**config.mk**
```make
export PLATFORM = sky130hd
export DESIGN_NAME = sd_data_fifo
export DESIGN_NICKNAME = d
export VERILOG_FILES = /design/src/rtl/sdf_pkg.sv /design/src/rtl/sdf_ring.sv /design/src/rtl/sdf_pack.sv /design/src/rtl/sdf_unpack.sv /design/src/rtl/sdf_xfer_ctl.sv /design/src/rtl/sd_data_fifo.sv
export SDC_FILE = /design/constraint.sdc
export NUM_CORES = 1
export LEC_CHECK = 0
export ABC_AREA = 0
export BUFFER_PORTS_ARGS = -buffer_cell sky130_fd_sc_hd__buf_4
export CORE_AREA = 2 2 249 251
export CTS_BUF_LIST = sky130_fd_sc_hd__clkbuf_4 sky130_fd_sc_hd__clkbuf_8
export DETAILED_ROUTE_END_ITERATION = 6
export DIE_AREA = 0 0 251 253
export PLACE_DENSITY = 0.62
export SETUP_SLACK_MARGIN = 0.2
export SYNTH_ARGS = -nofsm -noshare
export SYNTH_HDL_FRONTEND = slang
export SYNTH_HIERARCHICAL = 1
export SYNTH_SLANG_ARGS = --single-unit
```
**constraint.sdc**
```tcl
create_clock -name clk -period 8.93 [get_ports clk]
set_input_delay 0.4465 -clock clk [delete_from_list [all_inputs] [get_ports clk]]
set_output_delay 0.4465 -clock clk [all_outputs]
set_load 0.03 [all_outputs]
```
**src/rtl/sdf_pkg.sv**
```systemverilog
package sdf_pkg;
  typedef enum logic [3:0] {
    XST_IDLE = 4'h0,
    XST_DONE = 4'h1
  } xfer_state_e;

  typedef struct packed {
    logic blk_irq;
    logic data_irq;
    logic data_flag;
  } sts_t;
endpackage

```
**src/rtl/sdf_ring.sv**
```systemverilog
module sdf_ring #(
  parameter int DEPTH  = 16,
  parameter int WORD_W = 32,
  localparam int IDX_W = $clog2(DEPTH),
  localparam int LVL_W = $clog2(DEPTH + 1)
) (
  input  logic              clk,
  input  logic              rst_n,
  input  logic              push,
  input  logic [WORD_W-1:0] push_data,
  input  logic              pop,
  output logic [WORD_W-1:0] pop_data,
  output logic [LVL_W-1:0]  level,
  output logic              full,
  output logic              empty
);
  logic [WORD_W-1:0] mem [DEPTH];
  logic [IDX_W-1:0]  rd_pos;
  logic [IDX_W-1:0]  wr_idx;
  logic              do_push, do_pop;

  assign full     = (level == LVL_W'(DEPTH));
  assign empty    = (level == '0);
  assign do_push  = push && !full;
  assign do_pop   = pop && !empty;
  assign wr_idx   = rd_pos + level[IDX_W-1:0];
  assign pop_data = empty ? '0 : mem[rd_pos];

  always_ff @(posedge clk) begin
    if (do_push) mem[wr_idx] <= push_data;
  end

  always_ff @(posedge clk) begin
    if (!rst_n) begin
      rd_pos <= '0;
      level  <= '0;
    end else begin
      if (do_pop) rd_pos <= rd_pos + 1'b1;
      case ({do_push, do_pop})
        2'b10:   level <= level + 1'b1;
        2'b01:   level <= level - 1'b1;
        default: level <= level;
      endcase
    end
  end
endmodule

```
**src/rtl/sdf_pack.sv**
```systemverilog
module sdf_pack #(
  parameter int WORD_W = 32,
  localparam int BPW  = WORD_W / 8,
  localparam int IX_W = $clog2(BPW)
) (
  input  logic              clk,
  input  logic              rst_n,
  input  logic              flush,
  input  logic              take,
  input  logic [7:0]        byte_in,
  input  logic              last,
  output logic              push,
  output logic [WORD_W-1:0] word
);
  logic [WORD_W-1:0] acc;
  logic [IX_W-1:0]   idx;
  logic [WORD_W-1:0] placed;

  assign placed = {{(WORD_W-8){1'b0}}, byte_in} << {idx, 3'b000};
  assign word   = acc | placed;
  assign push   = take && ((idx == IX_W'(BPW - 1)) || last);

  always_ff @(posedge clk) begin
    if (!rst_n || flush) begin
      acc <= '0;
      idx <= '0;
    end else if (push) begin
      acc <= '0;
      idx <= '0;
    end else if (take) begin
      acc <= word;
      idx <= idx + 1'b1;
    end
  end
endmodule

```
**src/rtl/sdf_unpack.sv**
```systemverilog
module sdf_unpack #(
  parameter int WORD_W = 32,
  localparam int BPW  = WORD_W / 8,
  localparam int NL_W = $clog2(BPW + 1)
) (
  input  logic              clk,
  input  logic              rst_n,
  input  logic              flush,
  input  logic              fetch_ok,
  output logic              fetch,
  input  logic [WORD_W-1:0] word_in,
  input  logic              send_en,
  output logic              tx_valid,
  input  logic              tx_ready,
  output logic [7:0]        tx_data,
  output logic              sent
);
  logic [WORD_W-1:0] shreg;
  logic [NL_W-1:0]   nleft;

  assign fetch    = fetch_ok && (nleft == '0);
  assign tx_valid = send_en && (nleft != '0);
  assign sent     = tx_valid && tx_ready;
  assign tx_data  = shreg[7:0];

  always_ff @(posedge clk) begin
    if (!rst_n || flush) begin
      shreg <= '0;
      nleft <= '0;
    end else if (fetch) begin
      shreg <= word_in;
      nleft <= NL_W'(BPW);
    end else if (sent) begin
      shreg <= shreg >> 8;
      nleft <= nleft - 1'b1;
    end
  end
endmodule

```
**src/rtl/sdf_xfer_ctl.sv**
```systemverilog
module sdf_xfer_ctl
  import sdf_pkg::*;
#(
  parameter int BSZ_W  = 10,
  parameter int BCNT_W = 9,
  localparam int CNT_W = BSZ_W + BCNT_W
) (
  input  logic              clk,
  input  logic              rst_n,
  input  logic              load,
  input  logic [BSZ_W-1:0]  blk_size,
  input  logic [BCNT_W-1:0] blk_count,
  input  logic              step,
  output logic [CNT_W-1:0]  remaining,
  output logic              last,
  output logic              blk_hit,
  output xfer_state_e       state
);
  logic [BSZ_W-1:0] blk_len;
  logic [BSZ_W-1:0] blk_rem;

  assign last    = (remaining == CNT_W'(1));
  assign blk_hit = step && (blk_rem == BSZ_W'(1)) && !last;

  always_ff @(posedge clk) begin
    if (!rst_n) begin
      remaining <= '0;
      blk_len   <= '0;
      blk_rem   <= '0;
      state     <= XST_IDLE;
    end else if (load) begin
      remaining <= CNT_W'(blk_size) * CNT_W'(blk_count);
      blk_len   <= blk_size;
      blk_rem   <= blk_size;
    end else if (step) begin
      remaining <= remaining - 1'b1;
      blk_rem   <= (blk_rem == BSZ_W'(1)) ? blk_len : blk_rem - 1'b1;
      if (last) state <= XST_DONE;
    end
  end
endmodule

```
**src/rtl/sd_data_fifo.sv**
```systemverilog
module sd_data_fifo
  import sdf_pkg::*;
#(
  parameter int FIFO_DEPTH = 16,
  parameter int WORD_W     = 32,
  parameter int BSZ_W      = 10,
  parameter int BCNT_W     = 9,
  localparam int CNT_W = BSZ_W + BCNT_W,
  localparam int LVL_W = $clog2(FIFO_DEPTH + 1)
) (
  input  logic              clk,
  input  logic              rst_n,
  input  logic              dir_read,
  input  logic              dir_write,
  input  logic [BSZ_W-1:0]  blk_size,
  input  logic [BCNT_W-1:0] blk_count,
  input  logic              blk_count_load,
  input  logic              irq_en_data,
  input  logic              irq_en_block,
  input  logic [2:0]        sts_clear,
  input  logic              host_wr,
  input  logic [WORD_W-1:0] host_wdata,
  input  logic              host_rd,
  output logic [WORD_W-1:0] host_rdata,
  input  logic              card_rx_valid,
  output logic              card_rx_ready,
  input  logic [7:0]        card_rx_data,
  output logic              card_tx_valid,
  input  logic              card_tx_ready,
  output logic [7:0]        card_tx_data,
  output logic              sts_data_flag,
  output logic              sts_data_irq,
  output logic              sts_block_irq,
  output logic              irq,
  output logic [CNT_W-1:0]  bytes_left,
  output logic [LVL_W+3:0]  dbg_word
);
  logic              act_rd, act_wr, cnt_nz, cnt_last, blk_hit;
  logic              rx_take, pk_push, up_fetch, up_fetch_ok, tx_sent, step;
  logic              f_push, f_pop, f_full, f_empty;
  logic [WORD_W-1:0] pk_word, f_push_data, f_pop_data;
  logic [LVL_W-1:0]  f_level;
  xfer_state_e       xstate;
  sts_t              sts, sts_set;

  assign act_rd = dir_read;
  assign act_wr = dir_write && !dir_read;
  assign cnt_nz = (bytes_left != '0);

  assign card_rx_ready = act_rd && cnt_nz && !f_full && !host_wr;
  assign rx_take       = card_rx_valid && card_rx_ready;
  assign up_fetch_ok   = act_wr && cnt_nz && !f_empty && !host_rd;
  assign step          = rx_take || tx_sent;

  assign f_push      = host_wr || pk_push;
  assign f_push_data = pk_push ? pk_word : host_wdata;
  assign f_pop       = host_rd || up_fetch;
  assign host_rdata  = f_pop_data;

  sdf_ring #(.DEPTH(FIFO_DEPTH), .WORD_W(WORD_W)) u_ring (
    .clk(clk), .rst_n(rst_n),
    .push(f_push), .push_data(f_push_data),
    .pop(f_pop), .pop_data(f_pop_data),
    .level(f_level), .full(f_full), .empty(f_empty)
  );

  sdf_pack #(.WORD_W(WORD_W)) u_pack (
    .clk(clk), .rst_n(rst_n), .flush(blk_count_load),
    .take(rx_take), .byte_in(card_rx_data), .last(cnt_last),
    .push(pk_push), .word(pk_word)
  );

  sdf_unpack #(.WORD_W(WORD_W)) u_unpack (
    .clk(clk), .rst_n(rst_n), .flush(blk_count_load),
    .fetch_ok(up_fetch_ok), .fetch(up_fetch), .word_in(f_pop_data),
    .send_en(act_wr && cnt_nz),
    .tx_valid(card_tx_valid), .tx_ready(card_tx_ready),
    .tx_data(card_tx_data), .sent(tx_sent)
  );

  sdf_xfer_ctl #(.BSZ_W(BSZ_W), .BCNT_W(BCNT_W)) u_ctl (
    .clk(clk), .rst_n(rst_n), .load(blk_count_load),
    .blk_size(blk_size), .blk_count(blk_count), .step(step),
    .remaining(bytes_left), .last(cnt_last), .blk_hit(blk_hit),
    .state(xstate)
  );

  always_comb begin
    sts_set.data_flag = pk_push || up_fetch;
    sts_set.data_irq  = (pk_push || up_fetch) && irq_en_data;
    sts_set.blk_irq   = blk_hit && irq_en_block;
  end

  always_ff @(posedge clk) begin
    if (!rst_n) sts <= '0;
    else        sts <= (sts & ~sts_t'(sts_clear)) | sts_set;
  end

  assign sts_data_flag = sts.data_flag;
  assign sts_data_irq  = sts.data_irq;
  assign sts_block_irq = sts.blk_irq;
  assign irq           = sts.data_irq || sts.blk_irq;
  assign dbg_word      = {f_level, xstate};
endmodule

```
* Word-level counts from Yosys, hierarchy flattened
Memory sizes are Yosys's and may differ from the RTL's. A register that Yosys moved wholly into a read port is not among the register bits.
Index checks and enable logic that the tools add are counted.
** Cells by class
- Add/subtract/negate cells :: 8
- $mul :: 1
- Equal/unequal tests :: 6
- Shifts and indexed selects :: 1
- Muxes and demuxes :: 16
- Bitwise gates (word level) :: 5
- Reductions and logical operators :: 42
** Operators with widths (count)
- 32-bit 2-to-1 mux :: 4
- 19-bit 2-to-1 mux :: 2
- 32-bit OR :: 1
- 8-bit by 5-bit left shift with 32-bit output :: 1
- 10-bit 2-to-1 mux :: 3
- 19-bit by 1-bit == test with 1-bit output (second input constant) :: 1
- 10-bit by 9-bit multiplier with 19-bit output :: 1
- 19-bit nonzero test :: 1
- 19-bit by 1-bit subtractor with 19-bit output (second input constant) :: 1
- 1-bit logical AND :: 18
- 10-bit by 1-bit == test with 1-bit output (second input constant) :: 1
- 5-bit one-hot mux with 2 select lines :: 1
- 10-bit by 1-bit subtractor with 10-bit output (second input constant) :: 1
- 4-bit 2-to-1 mux :: 2
- 1-bit zero test :: 7
- 1-bit logical OR :: 7
- 3-bit 2-to-1 mux :: 2
- 2-bit nonzero test :: 3
- 5-bit by 1-bit adder with 5-bit output (second input constant) :: 1
- 5-bit == test (second input constant) :: 1
- 5-bit zero test :: 1
- 5-bit by 1-bit subtractor with 5-bit output (second input constant) :: 1
- 4-bit by 1-bit adder with 4-bit output (second input constant) :: 1
- 4-bit adder :: 1
- 13 further kinds :: 16
** Storage, ports and cells
- Flip-flop bits (word level) :: 121
- Memory bits (writable) :: 512
- Logic and storage cells :: 94
- Memories :: 1
** Memories
- u_ring.mem :: depth 16, bits a word 32, rd ports 1, clocked after memory_dff 1, wr ports 1, RTL line sdf_ring.sv:17 : logic [WORD_W-1:0] mem [DEPTH];

* Depth between registers and ports, before layout
Gate-level depths: netlist of the first run.
- Word-level depth :: 10
- Depth in mapped cells :: 23

* Hierarchy
Netlist of the first run, hierarchy kept.
** By module, submodules not included
- sdf_ring :: instances 1, cells an instance 858, area each 20265.7 µm², seq. area each 15635.0 µm²
- sdf_xfer_ctl :: instances 1, cells an instance 610, area each 5026.1 µm², seq. area each 800.8 µm²
- sdf_pack :: instances 1, cells an instance 195, area each 1883.1 µm², seq. area each 680.7 µm²
- sdf_unpack :: instances 1, cells an instance 206, area each 1798.0 µm², seq. area each 700.7 µm²
- sd_data_fifo :: instances 1, cells an instance 68, area each 636.9 µm², seq. area each 60.1 µm²

* Worst setup path after synthesis of the first run
No wires, ideal clock.
- Path type :: reg2reg
- Start :: register u_ctl.remaining[11]
- End :: memory u_ring.mem[0][0] (enable)
- Setup time :: 421 ps
- Data arrival time :: 4813 ps
- Data required time :: 8509 ps
- Setup slack :: 3695 ps
- Cell stages (with the launch flop) :: 14
- Buffers on the path :: 4
- Period minus slack after synthesis :: 5235 ps
- Cells stage by stage :: dfxtp_1 -> or4_4 -> or3_4 -> nor4b_1 -> o21a_1 -> buf_2 -> buf_2 -> buf_2 -> buf_2 -> or2_1 -> and2_1 -> inv_1 -> or3_1 -> nor2_1
** On the way
- Elaborated cells between the ends (all ways) :: 12
- Classes of those cells :: eq/ne: 1; mux: 2; reduce/logical: 9
** RTL lines
- start, declared :: RTL line sdf_xfer_ctl.sv:14 : output logic [CNT_W-1:0] remaining,
- start signal, assigned :: RTL line sdf_xfer_ctl.sv:32 : remaining <= CNT_W'(blk_size) * CNT_W'(blk_count);
- start signal, assigned :: RTL line sdf_xfer_ctl.sv:36 : remaining <= remaining - 1'b1;
- 19-bit by 1-bit == test with 1-bit output :: RTL line sdf_xfer_ctl.sv:22 : assign last = (remaining == CNT_W'(1));
- named net cnt_last :: RTL line sd_data_fifo.sv:38 : logic act_rd, act_wr, cnt_nz, cnt_last, blk_hit;
- 1-bit logical OR :: RTL line sdf_pack.sv:21 : assign push = take && ((idx == IX_W'(BPW - 1)) || last);
- 1-bit logical AND :: RTL line sdf_pack.sv:21
- named net pk_push :: RTL line sd_data_fifo.sv:39 : logic rx_take, pk_push, up_fetch, up_fetch_ok, tx_sent, step;
- 1-bit logical OR :: RTL line sd_data_fifo.sv:55 : assign f_push = host_wr || pk_push;
- named net f_push :: RTL line sd_data_fifo.sv:40 : logic f_push, f_pop, f_full, f_empty;
- 1-bit logical AND :: RTL line sdf_ring.sv:24 : assign do_push = push && !full;
- 1-bit 2-to-1 mux :: RTL line sdf_ring.sv:30 : if (do_push) mem[wr_idx] <= push_data;
- 1-bit 2-to-1 mux (implied by the code) :: RTL line sdf_ring.sv:30
- end, declared :: RTL line sdf_ring.sv:17
The timed path passes the listed nets, and every way through them passes these cells.

* Worst setup path after layout of the first run
- Start :: register u_ring.level[1]
- End :: register u_ring.level[4]
** On the way
- Elaborated cells between the ends (all ways) :: 21
- Classes of those cells :: add/sub: 2; eq/ne: 3; mux: 1; reduce/logical: 15
** RTL lines
- start, declared :: RTL line sdf_ring.sv:13 : output logic [LVL_W-1:0] level,
- start signal, assigned :: RTL line sdf_ring.sv:40 : 2'b10: level <= level + 1'b1;
- start signal, assigned :: RTL line sdf_ring.sv:41 : 2'b01: level <= level - 1'b1;
- start signal, assigned :: RTL line sdf_ring.sv:42 : default: level <= level;
- 5-bit zero test * :: RTL line sdf_ring.sv:23 : assign empty = (level == '0);
- named net f_empty :: RTL line sd_data_fifo.sv:40
- 1-bit zero test * :: RTL line sd_data_fifo.sv:52 : assign up_fetch_ok = act_wr && cnt_nz && !f_empty && !host_rd;
- 1-bit logical AND * (2 in a row) :: RTL line sd_data_fifo.sv:52
- named net up_fetch_ok :: RTL line sd_data_fifo.sv:39
- 1-bit logical AND * :: RTL line sdf_unpack.sv:21 : assign fetch = fetch_ok && (nleft == '0);
- named net up_fetch :: RTL line sd_data_fifo.sv:39
- 1-bit logical OR * :: RTL line sd_data_fifo.sv:57 : assign f_pop = host_rd || up_fetch;
- named net f_pop :: RTL line sd_data_fifo.sv:40
- 1-bit logical AND * :: RTL line sdf_ring.sv:25 : assign do_pop = pop && !empty;
- named net u_ring.do_pop :: RTL line sdf_ring.sv:20 : logic do_push, do_pop;
- 2-bit by 1-bit == test with 1-bit output or 2-bit == test (tied branches) :: RTL line sdf_ring.sv:39 : case ({do_push, do_pop})
- 5-bit one-hot mux with 2 select lines or 2-bit nonzero test (tied branches)
The timed path passes the listed nets; every way through them passes the cells marked *.
A chain may end at the register's enable or synchronous reset.

==> results of run 1 <==
-- flip-flops by register name, indices dropped and copies added, names as in the netlist, named ones only --
name and count:
u_unpack/nleft 3, u_ring/rd_pos 4, u_ctl/state 1, sts_data_flag 1, u_unpack/shreg 32, sts_data_irq 1, u_ctl/blk_rem 10, sts_block_irq 1
u_pack/acc 32, u_ctl/remaining 19, u_pack/idx 2, u_ring/level 5, u_ring/mem 512, u_ctl/blk_len 10
-- power by group through the flow --
stage | combinational [mW] | clock [mW] | sequential [mW]
2_1_floorplan | 1.96 | 0 | 3.72
3_3_place_gp | 2.87 | 0 | 3.73
3_5_place_dp | 2.89 | 0 | 3.75
4_1_cts | 2.91 | 2.52 | 3.69
5_1_grt | 3.12 | 2.64 | 3.71
6_report | 2.90 | 2.45 | 3.68
-- path summary, 6_finish.rpt --
path	startpoint	endpoint	slack, ps	cells after the start
hold / removal	card_rx_data[2]	u_pack/acc[10]	110	3
setup reg to reg	u_ring/level[1]	u_ring/level[4]	3770	16
hold reg to reg	u_pack/acc[10]	u_pack/acc[10]	460	2
setup / recovery	u_ring/level[1]	u_ring/level[4]	3770	16
-- timing repair --
action / in CTS / in global routing
resized for setup: 0 / 0
setup endpoints to repair: 0 / 0
hold buffers: 3 / 0
hold endpoints to repair: 2 / 0
-- per-layer routing --
layer	GRT usage	wire length, µm
met5	0	0
met4	0.0825	2020
met3	0.0378	4720
met2	0.364	34100
met1	0.326	31500
-- per-stage QoR --
stage	hold slack, ps	utilization
3_3_place_gp	445	0.510
3_5_place_dp	449	0.510
5_1_grt	98.6	0.544
2_1_floorplan	434	-
6_report	112	0.544
4_1_cts	55.5	0.544
-- worst reg2reg max path: stages (launching register included) --
cell	delay [ps]
dfxtp_1	610
or4_1	270
nor2_4	150
a2111oi_1	570
nand3b_4	650
inv_1	560
or2_2	250
inv_1	60
a21oi_1	390
ha_1	440
xor2_1	190
ha_1	270
nor2_1	70
nand3_1	90
a21oi_1	70
a211oi_1	250
mux2i_1	210
-- cells in the mapped netlist (4+ instances only) --
master and count:
nor4_1 7, mux4_2 160, clkbuf_2 7, a21oi_1 54, nand2_1 77, nand4_1 4, a31oi_1 4, buf_4 23
mux2_1 6, nand4b_1 18, and2_1 66, nor3_1 22, buf_6 12, nor2b_1 38, nand4bb_1 9, nand2b_1 10
nor2_1 89, a21o_1 39, xor2_1 14, buf_2 33, a311oi_1 22, mux2_2 26, o21a_1 4, mux2i_1 9
a211oi_1 27, buf_1 7, o221ai_1 4, dfxtp_1 125, a21boi_0 4, ha_1 52, or3_1 5, inv_1 121
nand3_1 38, clkbuf_1 58, o21ai_0 45, edfxtp_1 512, fa_1 58, or4_1 4, a41oi_1 8, xnor2_1 22
a211oi_2 11, or2_2 4, a311oi_2 7, o211ai_1 12
-- area by class of cell --
cell class              instances  area (µm²)  share of cell area
flip-flops and latches        637       17900               0.539
multi-input cells            1038       10600               0.320
clock buffers                 145        1750              0.0528
repair buffers                162        1220              0.0369
well taps                     790         988              0.0298
inverters                     121         454              0.0137
clock inverters                39         245             0.00739
diodes                          5        12.5            0.000377
-- kinds of logic after synthesis --
logic type / Yosys count / share of synthesized area
DFF: 637 / 0.604
and+or+nand+nor: 418 / 0.0786
AOI/OAI and AO/OA: 270 / 0.0664
buffers and inverters: 264 / 0.0424
muxes: 201 / 0.137
adders and majority gates: 110 / 0.0612
xor gates and xnor gates: 36 / 0.0106
other: 1 / 0.000127
==> impl_metrics.ini, run 1 <==
[status]
outcome = finished, final reports clean

[synthesis]
yosys-top-cells-area = edfxtp_1 (52%), mux4_2 (12%), dfxtp_1 (8.5%), fa_1 (3.9%), ha_1 (2.2%)
synthFlopType = edfxtp_1
ys_seq_area_frac = 0.604
synth_edf_count = 512
synth_area_um2 = 29600
synth_top_area_share = 0.519
synth.avg_cell_area_um2 = 15.3
synth_area_leader_cell = edfxtp_1
synth_warnings = 6
synth_cells = 1937
ys_async_sr_fraction = 0
synth_cell_types = 86
ys_seq_elements = 637

[cells_and_area]
final_cell_mix = edfxtp_1 (512), mux4_2 (160), buf_4 (159)
final_cells = 2937
nFillCells = 4952
fin_area_um2 = 33200
layout-drive-gt1-share = 0.267
area_delta_synth_final_pct = 12.1
final_common_cell = edfxtp_1
final_nets = 2245

[floorplan]
die_w_um = 251
core_um2 = 61000
dieArea_um2 = 63500
num_io_pins = 147
initial_core_util = 0.485
die_y_um = 253
fp-row-count = 91

[setup_path]
worst_ep_required_time_ps = 9540
path_delay_family = simple AND/OR/NAND/NOR gates
crit_path_end_kind = flop
worst_path_max_delay_cell = nand3b_4
crit_chain = or4_1 > nor2_4 > a2111oi_1 > nand3b_4 > inv_1 > or2_2 > inv_1 > a21oi_1 > ha_1 > xor2_1 > ha_1 > nor2_1 > nand3_1 > a21oi_1 > a211oi_1 > mux2i_1
cp-start-kind = flop
max_stage_delay_ps = 650
path_buf_inv = 2
crit_path_max_fanout = 57
worst-setup-path-type = reg2reg
arrival_ps = 5770

[timing]
rsz0062_at_grt = false
clock.fmax_mhz = 194
setup-tns-final_ps = 0
setup_ws_ps = 3770
slew_headroom = 0.0988
fin_crit_ps = 5160
clock_skew_ps = 40.4
tightestPinTransition_ps = 1350
setup-violations-final = 0
period_share = 0.578
drv_slew = 0
hold_violations = 0

[pwr]
p_leak_nw = 11.5
p_per_area_nw_per_um2 = 272
p_clk_frac = 0.271
power.total_mw = 9.03
p_sw_mw = 3.08
combPwrFrac = 0.321
power.internal_mw = 5.95
pwr-share-seq = 0.408
switching_share = 0.341
ir_drop_mv = 0.162

[detailed_routing]
routed_wl_um = 72400
routed_via_density = 5.91
drt_drc_violations_left = 0
dr.pass1.iters = 5
vias = 17363
dr.first_iter.drc_count = 1525
routedWlPerCell_um = 24.7
ant_nets = 0

[clock_tree]
clk_pin_slew_ps = 60
cts_tree = done
h-tree-depth = 3
clk_latency_ps = 710
cts.sinks = 637
postCtsSetupBuffers = 0
cts_root_buffer = clkbuf_8
clock_path_buffers = 3
cts_buffers = 102

[worst_hold_path]
hold_path_class = in2reg

[place]
place_inst = 2745
port_buffers = 143
place_area_um2 = 31200
pre_cts_ws_ps = 3730
dpl.hpwl_um = 46300
place_congestion = 0.848

[global_routing]
grt_max_degree = 58
grt_usage = 0.231
grt-ovfl-total = 0
grt_pass1_vias = 17529
grt_antenna_before_repair = 10
grt_pass1_wl_um = 109000

[flow_run]
drv_cap = 0
Note: power is estimated with default switching activity, not from simulation.
==> inputs of run 2 (changes only) <==
--- a/config.mk
+++ b/config.mk
@@ -5,13 +5,13 @@
 export SDC_FILE = /design/constraint.sdc
 export NUM_CORES = 1
 export LEC_CHECK = 0
-export ABC_AREA = 0
+export ABC_AREA = 1
 export BUFFER_PORTS_ARGS = -buffer_cell sky130_fd_sc_hd__buf_4
-export CORE_AREA = 2 2 249 251
+export CORE_AREA = 2 2 254 256
 export CTS_BUF_LIST = sky130_fd_sc_hd__clkbuf_4 sky130_fd_sc_hd__clkbuf_8
 export DETAILED_ROUTE_END_ITERATION = 6
-export DIE_AREA = 0 0 251 253
-export PLACE_DENSITY = 0.62
+export DIE_AREA = 0 0 256 258
+export PLACE_DENSITY = 0.64
 export SETUP_SLACK_MARGIN = 0.2
 export SYNTH_ARGS = -nofsm -noshare
 export SYNTH_HDL_FRONTEND = slang
==> constraint.sdc (replaced) <==
create_clock -name clk -period 4.6 [get_ports clk]
set_input_delay 0.23 -clock clk [delete_from_list [all_inputs] [get_ports clk]]
set_output_delay 0.23 -clock clk [all_outputs]
set_load 0.03 [all_outputs]
==> run 2 against run 1 <==
Net effect:
- sequential share of layout area shrank 2.5 points
- first-iteration DRC count is 51% higher
- combinational power rose to 2.5 times the previous value
- sequential power increased by 100%
- design area is 4.8% higher
- worst setup slack got worse by 3100 ps
- area after synthesis rose by 4.2%
- non-clock buffer count is 56 higher
- clock-buffer cell count grew 4
- critical endpoint is now u_ctl/remaining[18]
- largest power group unchanged
==> impl_metrics.ini, run 2 <==
[cells_and_area]
fin_area_um2 = 34800
largest_reg_flops = 512
final_common_cell = edfxtp_1
nFillCells = 5520
final_cells = 4060
top_register = u_ring/mem
regArea_um2 = 17900
multi_input_area_um2 = 10800
final_cell_mix = edfxtp_1 (512), nand2_1 (467), nor2_1 (385)
final_nets = 3300
layout-drive-gt1-share = 0.157
area_delta_synth_final_pct = 12.8
reg_top3 = u_ring/mem x512, u_pack/acc x32, u_unpack/shreg x32
postLayoutCoreUtil = 0.547

[place]
place_area_um2 = 32400
place_congestion = 0.871
dpl.hpwl_um = 54900
port_buffers = 143
place_inst = 3841

[detailed_routing]
dr.pass1.iters = 7
routed_wl_um = 88600
drt_drc_violations_left = 0
dr.first_iter.drc_count = 2303
vias = 23177
routedWlPerCell_um = 21.8
routed_via_density = 5.71
ant_nets = 0

[setup_path]
cp-start-kind = primary input
crit_path_end_kind = flop
worst_ep_required_time_ps = 5190
worst_path_max_delay_cell = dlygate4sd3_1
rr_startpoint = u_ring/level[1]
cp_common_cell = fa_1
max_stage_delay_ps = 580
worst_r2r_path_depth = 18
crit_start = blk_size[9]
arrival_ps = 4540
crit_chain = dlygate4sd3_1 > buf_4 > nand2_1 > fa_1 > inv_1 > fa_1 > fa_1 > inv_1 > fa_1 > inv_1 > ha_1 > a21oi_1 > nand3_1 > nand3_1 > nand2_1 > nand2_1 > nand3_1 > a21oi_1
rrSetupSlack_ps = 800
worst-setup-path-type = in2reg
crit_path_max_fanout = 10
r2r_end = u_ring/level[2]
cp-endpoint = u_ctl/remaining[18]

[global_routing]
grt_max_degree = 176
grt_antenna_before_repair = 4
grt_pass1_wl_um = 134000
grt_usage = 0.265
grt_pass1_vias = 22480
grt-ovfl-total = 0

[timing]
setup-tns-final_ps = 0
hold_violations = 0
clock_skew_ps = 47.3
rsz0062_at_grt = false
setup-violations-final = 0
clock.fmax_mhz = 253
fin_crit_ps = 3950
slew_headroom = 0.162
period_share = 0.859
drv_slew = 0
tightestPinTransition_ps = 1260

[synthesis]
synth_cell_types = 55
synth_cells = 2992
synth-compound-area-share = 0.117
synth.avg_cell_area_um2 = 10.3
synth_warnings = 6
synth_adder_area_share = 0.0587
synthSimpleGateAreaFrac = 0.165
synth_edf_count = 512
synth_top_family_by_area = simple AND/OR/NAND/NOR gates
ys_seq_elements = 637
synth_common_cells = edfxtp_1 (512), nand2_1 (467), nor2_1 (402), o21ai_0 (277), inv_1 (243)
synth_most_common_cell = edfxtp_1
ys_seq_area_frac = 0.579
ys_async_sr_fraction = 0
synthMuxAreaShare = 0
synth_top_area_share = 0.498
synth_area_leader_cell = edfxtp_1
synth_area_um2 = 30900
yosys-top-cells-area = edfxtp_1 (50%), dfxtp_1 (8.1%), nand2_1 (5.7%), nor2_1 (4.9%), o21ai_0 (4.5%)
synthFlopType = edfxtp_1
synth-xor-area-share = 0.00568

[clock_tree]
cts_root_buffer = clkbuf_8
clk_latency_ps = 700
cts-resized-gates = 0
h-tree-depth = 3
cts_tree = done
clk_pin_slew_ps = 60
clock_path_buffers = 3
cts.sinks = 637
cts_buffers = 102

[pwr]
p_leak_nw = 13.4
p_per_area_nw_per_um2 = 565
ir_drop_mv = 0.343

[floorplan]
dieArea_um2 = 66000
die_w_um = 256
fp-row-count = 93
die_y_um = 258
core_um2 = 63600
initial_core_util = 0.485
num_io_pins = 147

[flow_run]
drv_cap = 0

[status]
outcome = finished, final reports clean

[worst_hold_path]
hold_path_class = in2reg
==> run 2: cell types whose count changed after synthesis, sizes merged, moves of 136 or more <==
cell,change
nand2,+404
nor2,+327
o21ai,+266
mux4,-160
nand3,+146
inv,+136
==> run 2: per-stage QoR <==
step / hold WS (ps) / power [mW] / setup slack [ps]
after detailed placement: 450 / 14.7 / 580
after floorplan: 366 / 12.1 / 745
after CTS: 140 / 19.7 / 662
final: 189 / 19.7 / 648
after global placement: 446 / 14.5 / 598
after global routing: 193 / 20.7 / 349
==> run 2: cells by family (layout without fill, tap and decap cells) <==
family / Yosys count / after routing
and+or+nand+nor: 1162 / 1162
DFF: 637 / 637
AOI/OAI and AO/OA: 604 / 604
buffers and inverters: 458 / 666
adders and majority gates: 110 / 110
xor gates and xnor gates: 20 / 20
other: 1 / 6
==> run 2: routing by layer <==
metal	wire, µm	global-route usage
met1	35500	0.342
met3	5960	0.0356
met2	42600	0.440
met5	0	0
met4	4560	0.136
==> run 2: critical path, delay by kind of cell <==
family | cells | cell delay, ps
adder cells (fa/ha/maj) | 5 | 2380
AND/OR/NAND/NOR | 6 | 600
AO/OA/AOI/OAI | 2 | 410
buffers and inverters | 5 | 930
==> run 2: final cells by class <==
class / count / area share
sequential: 637 / 0.514
multi-input combinational: 1899 / 0.311
timing repair buffer: 218 / 0.0533
clock buffer: 149 / 0.0516
tap: 855 / 0.0307
inverter: 259 / 0.0287
clock inverter: 40 / 0.00993
antenna: 3 / 0.000216
==> run 2: timing repair <==
item,4_1_cts,5_1_grt
hold buffers,27,0
buffers inserted,0,0
hold endpoints to repair,75,0
endpoints found under the setup margin,0,0
==> run 2: how the worst min path moves through the flow <==
stage | start | endpoint | slack [ps] | depth (start not counted)
after floorplan | rst_n | u_ring/level[1] | 370 | 2
after global placement | u_pack/acc[17] | u_pack/acc[17] | 450 | 2
after detailed placement | u_pack/acc[17] | u_pack/acc[17] | 450 | 2
after CTS | host_rd | u_unpack/shreg[28] | 140 | 7
after global routing | host_rd | u_unpack/shreg[25] | 190 | 7
final | host_rd | u_unpack/shreg[28] | 190 | 7
==> run 2: power by group <==
part / internal, mW / switching (mW)
Sequential: 7.00 / 0.359
Combinational: 2.12 / 5.12
Clock: 2.80 / 2.26
==> inputs of run 3 (changes only) <==
--- a/config.mk
+++ b/config.mk
@@ -7,10 +7,10 @@
 export LEC_CHECK = 0
 export ABC_AREA = 1
 export BUFFER_PORTS_ARGS = -buffer_cell sky130_fd_sc_hd__buf_4
-export CORE_AREA = 2 2 254 256
+export CORE_AREA = 2 2 268 244
 export CTS_BUF_LIST = sky130_fd_sc_hd__clkbuf_4 sky130_fd_sc_hd__clkbuf_8
 export DETAILED_ROUTE_END_ITERATION = 6
-export DIE_AREA = 0 0 256 258
+export DIE_AREA = 0 0 270 246
 export PLACE_DENSITY = 0.64
 export SETUP_SLACK_MARGIN = 0.2
 export SYNTH_ARGS = -nofsm -noshare
==> run 3 against run 2 <==
Net effect:
- wire length shrank 0.32%
- worst hold slack lost 1.6 ps
- clock skew grew 4.3 ps
- critical endpoint is now host_rdata[27]
- largest cell class unchanged
- highest routed layer is now met5
==> impl_metrics.ini, run 3 (same netlist as run 2, synthesis figures left out) <==
[status]
outcome = finished, final reports clean

[pwr]
ir_drop_mv = 0.367
pwr-share-seq = 0.375
combPwrFrac = 0.372
switching_share = 0.395
power.total_mw = 19.6
p_leak_nw = 13.4
p_clk_frac = 0.253
p_sw_mw = 7.73
p_per_area_nw_per_um2 = 562
power.internal_mw = 11.8

[cells_and_area]
final_nets = 3304
final_cell_mix = edfxtp_1 (512), nand2_1 (467), nor2_1 (385)
largest_reg_flops = 512
top_register = u_ring/mem
fin_area_um2 = 34800
layout-drive-gt1-share = 0.157
reg_top3 = u_ring/mem x512, u_pack/acc x32, u_unpack/shreg x32
area_delta_synth_final_pct = 12.8
nFillCells = 5562
final_common_cell = edfxtp_1

[setup_path]
worst-setup-path-type = reg2out
cp-start-kind = flop
crit_path_max_fanout = 76
crit_path_end_kind = output pin
worst_r2r_path_depth = 20
rrSetupSlack_ps = 870
worst_ep_required_time_ps = 4370
arrival_ps = 3710

[detailed_routing]
dr.pass1.iters = 6
ant_nets = 0
routed_via_density = 5.71
dr.first_iter.drc_count = 2179
routedWlPerCell_um = 21.8
vias = 23184
routed_wl_um = 88300
drt_drc_violations_left = 0

[place]
place_congestion = 0.869
dpl.hpwl_um = 54300
place_area_um2 = 32400
port_buffers = 143

[timing]
fin_crit_ps = 3940
tightestPinTransition_ps = 1020
drv_slew = 0
rsz0062_at_grt = false
clock_skew_ps = 51.6
clock.fmax_mhz = 254
slew_headroom = 0.317
hold_violations = 0
setup-violations-final = 0
setup-tns-final_ps = 0
period_share = 0.857

[floorplan]
die_w_um = 270
core_um2 = 63500
initial_core_util = 0.486
die_y_um = 246
num_io_pins = 147
fp-row-count = 88
dieArea_um2 = 66400

[clock_tree]
cts_root_buffer = clkbuf_8
cts_buffers = 102
cts-resized-gates = 0
clk_pin_slew_ps = 60
cts.sinks = 637
postCtsSetupBuffers = 0
cts_tree = done
h-tree-depth = 3
clk_latency_ps = 730
clock_path_buffers = 3

[global_routing]
grt_usage = 0.265
grt_pass1_vias = 22504
grt_pass1_wl_um = 134000
grt_antenna_before_repair = 1
grt-ovfl-total = 0
grt_max_degree = 167

[worst_hold_path]
min_delay_path_depth = 3
hold_path_class = in2reg

[flow_run]
drv_cap = 0
[run 3: path summary, 6_finish.rpt]
path	startpoint	to
max	flop	host_rdata[27]
min	host_wdata[25]	u_ring/mem[6][25]
max reg2reg	u_ring/level[1]	u_ring/level[4]
min reg2reg	u_ctl/blk_len[8]	u_ctl/blk_len[8]
[run 3: power by group through the flow]
stage | clock network (mW) | logic [mW] | registers (mW)
CTS | 5.02 | 7.23 | 7.33
global placement | 0 | 7.07 | 7.43
global route | 5.26 | 7.93 | 7.39
finish | 4.94 | 7.28 | 7.33
floorplan | 0 | 4.66 | 7.43
detailed placement | 0 | 7.18 | 7.45
[run 3: repair_timing]
item                       CTS  global route
hold buffers                30             0
hold endpoints to repair    77             0
setup endpoints to repair    0             0
[run 3: layout make-up]
class	count	area, µm²	share of cell area
Clock inverter	42	344	0.00989
Timing Repair Buffer	222	1930	0.0554
Tap cell	855	1070	0.0307
Antenna cell	2	5.00	0.000144
Sequential cell	637	17900	0.514
Clock buffer	143	1740	0.0499
Inverter	259	996	0.0286
Multi-Input combinational cell	1899	10800	0.311
[run 3: per-stage QoR]
step	utilization	hold WS, ps	instances	setup slack, ps
2_1_floorplan	-	366	2994	745
3_3_place_gp	0.510	444	3842	545
3_5_place_dp	0.510	450	3842	549
4_1_cts	0.548	125	4057	665
5_1_grt	0.548	203	4057	460
6_report	0.548	187	4059	659
[run 3: worst max-delay path, stage by stage, from the launching register on]
cell and delay (ps):
dfxtp_4 490, inv_2 680, buf_12 420, o21ai_1 140, o22ai_1 170, nor2_1 60, nor2_1 110, o21ai_1 80
a21oi_1 540, buf_4 270
[run 3: per-layer routing]
metal  global-route usage  wire, µm  vias up
met3               0.0520      7000      165
met1                0.379     39200    11446
met2                0.411     40000      929
met4               0.0748      2140        2
li1                     -         -    10642
met5                    0        12        -
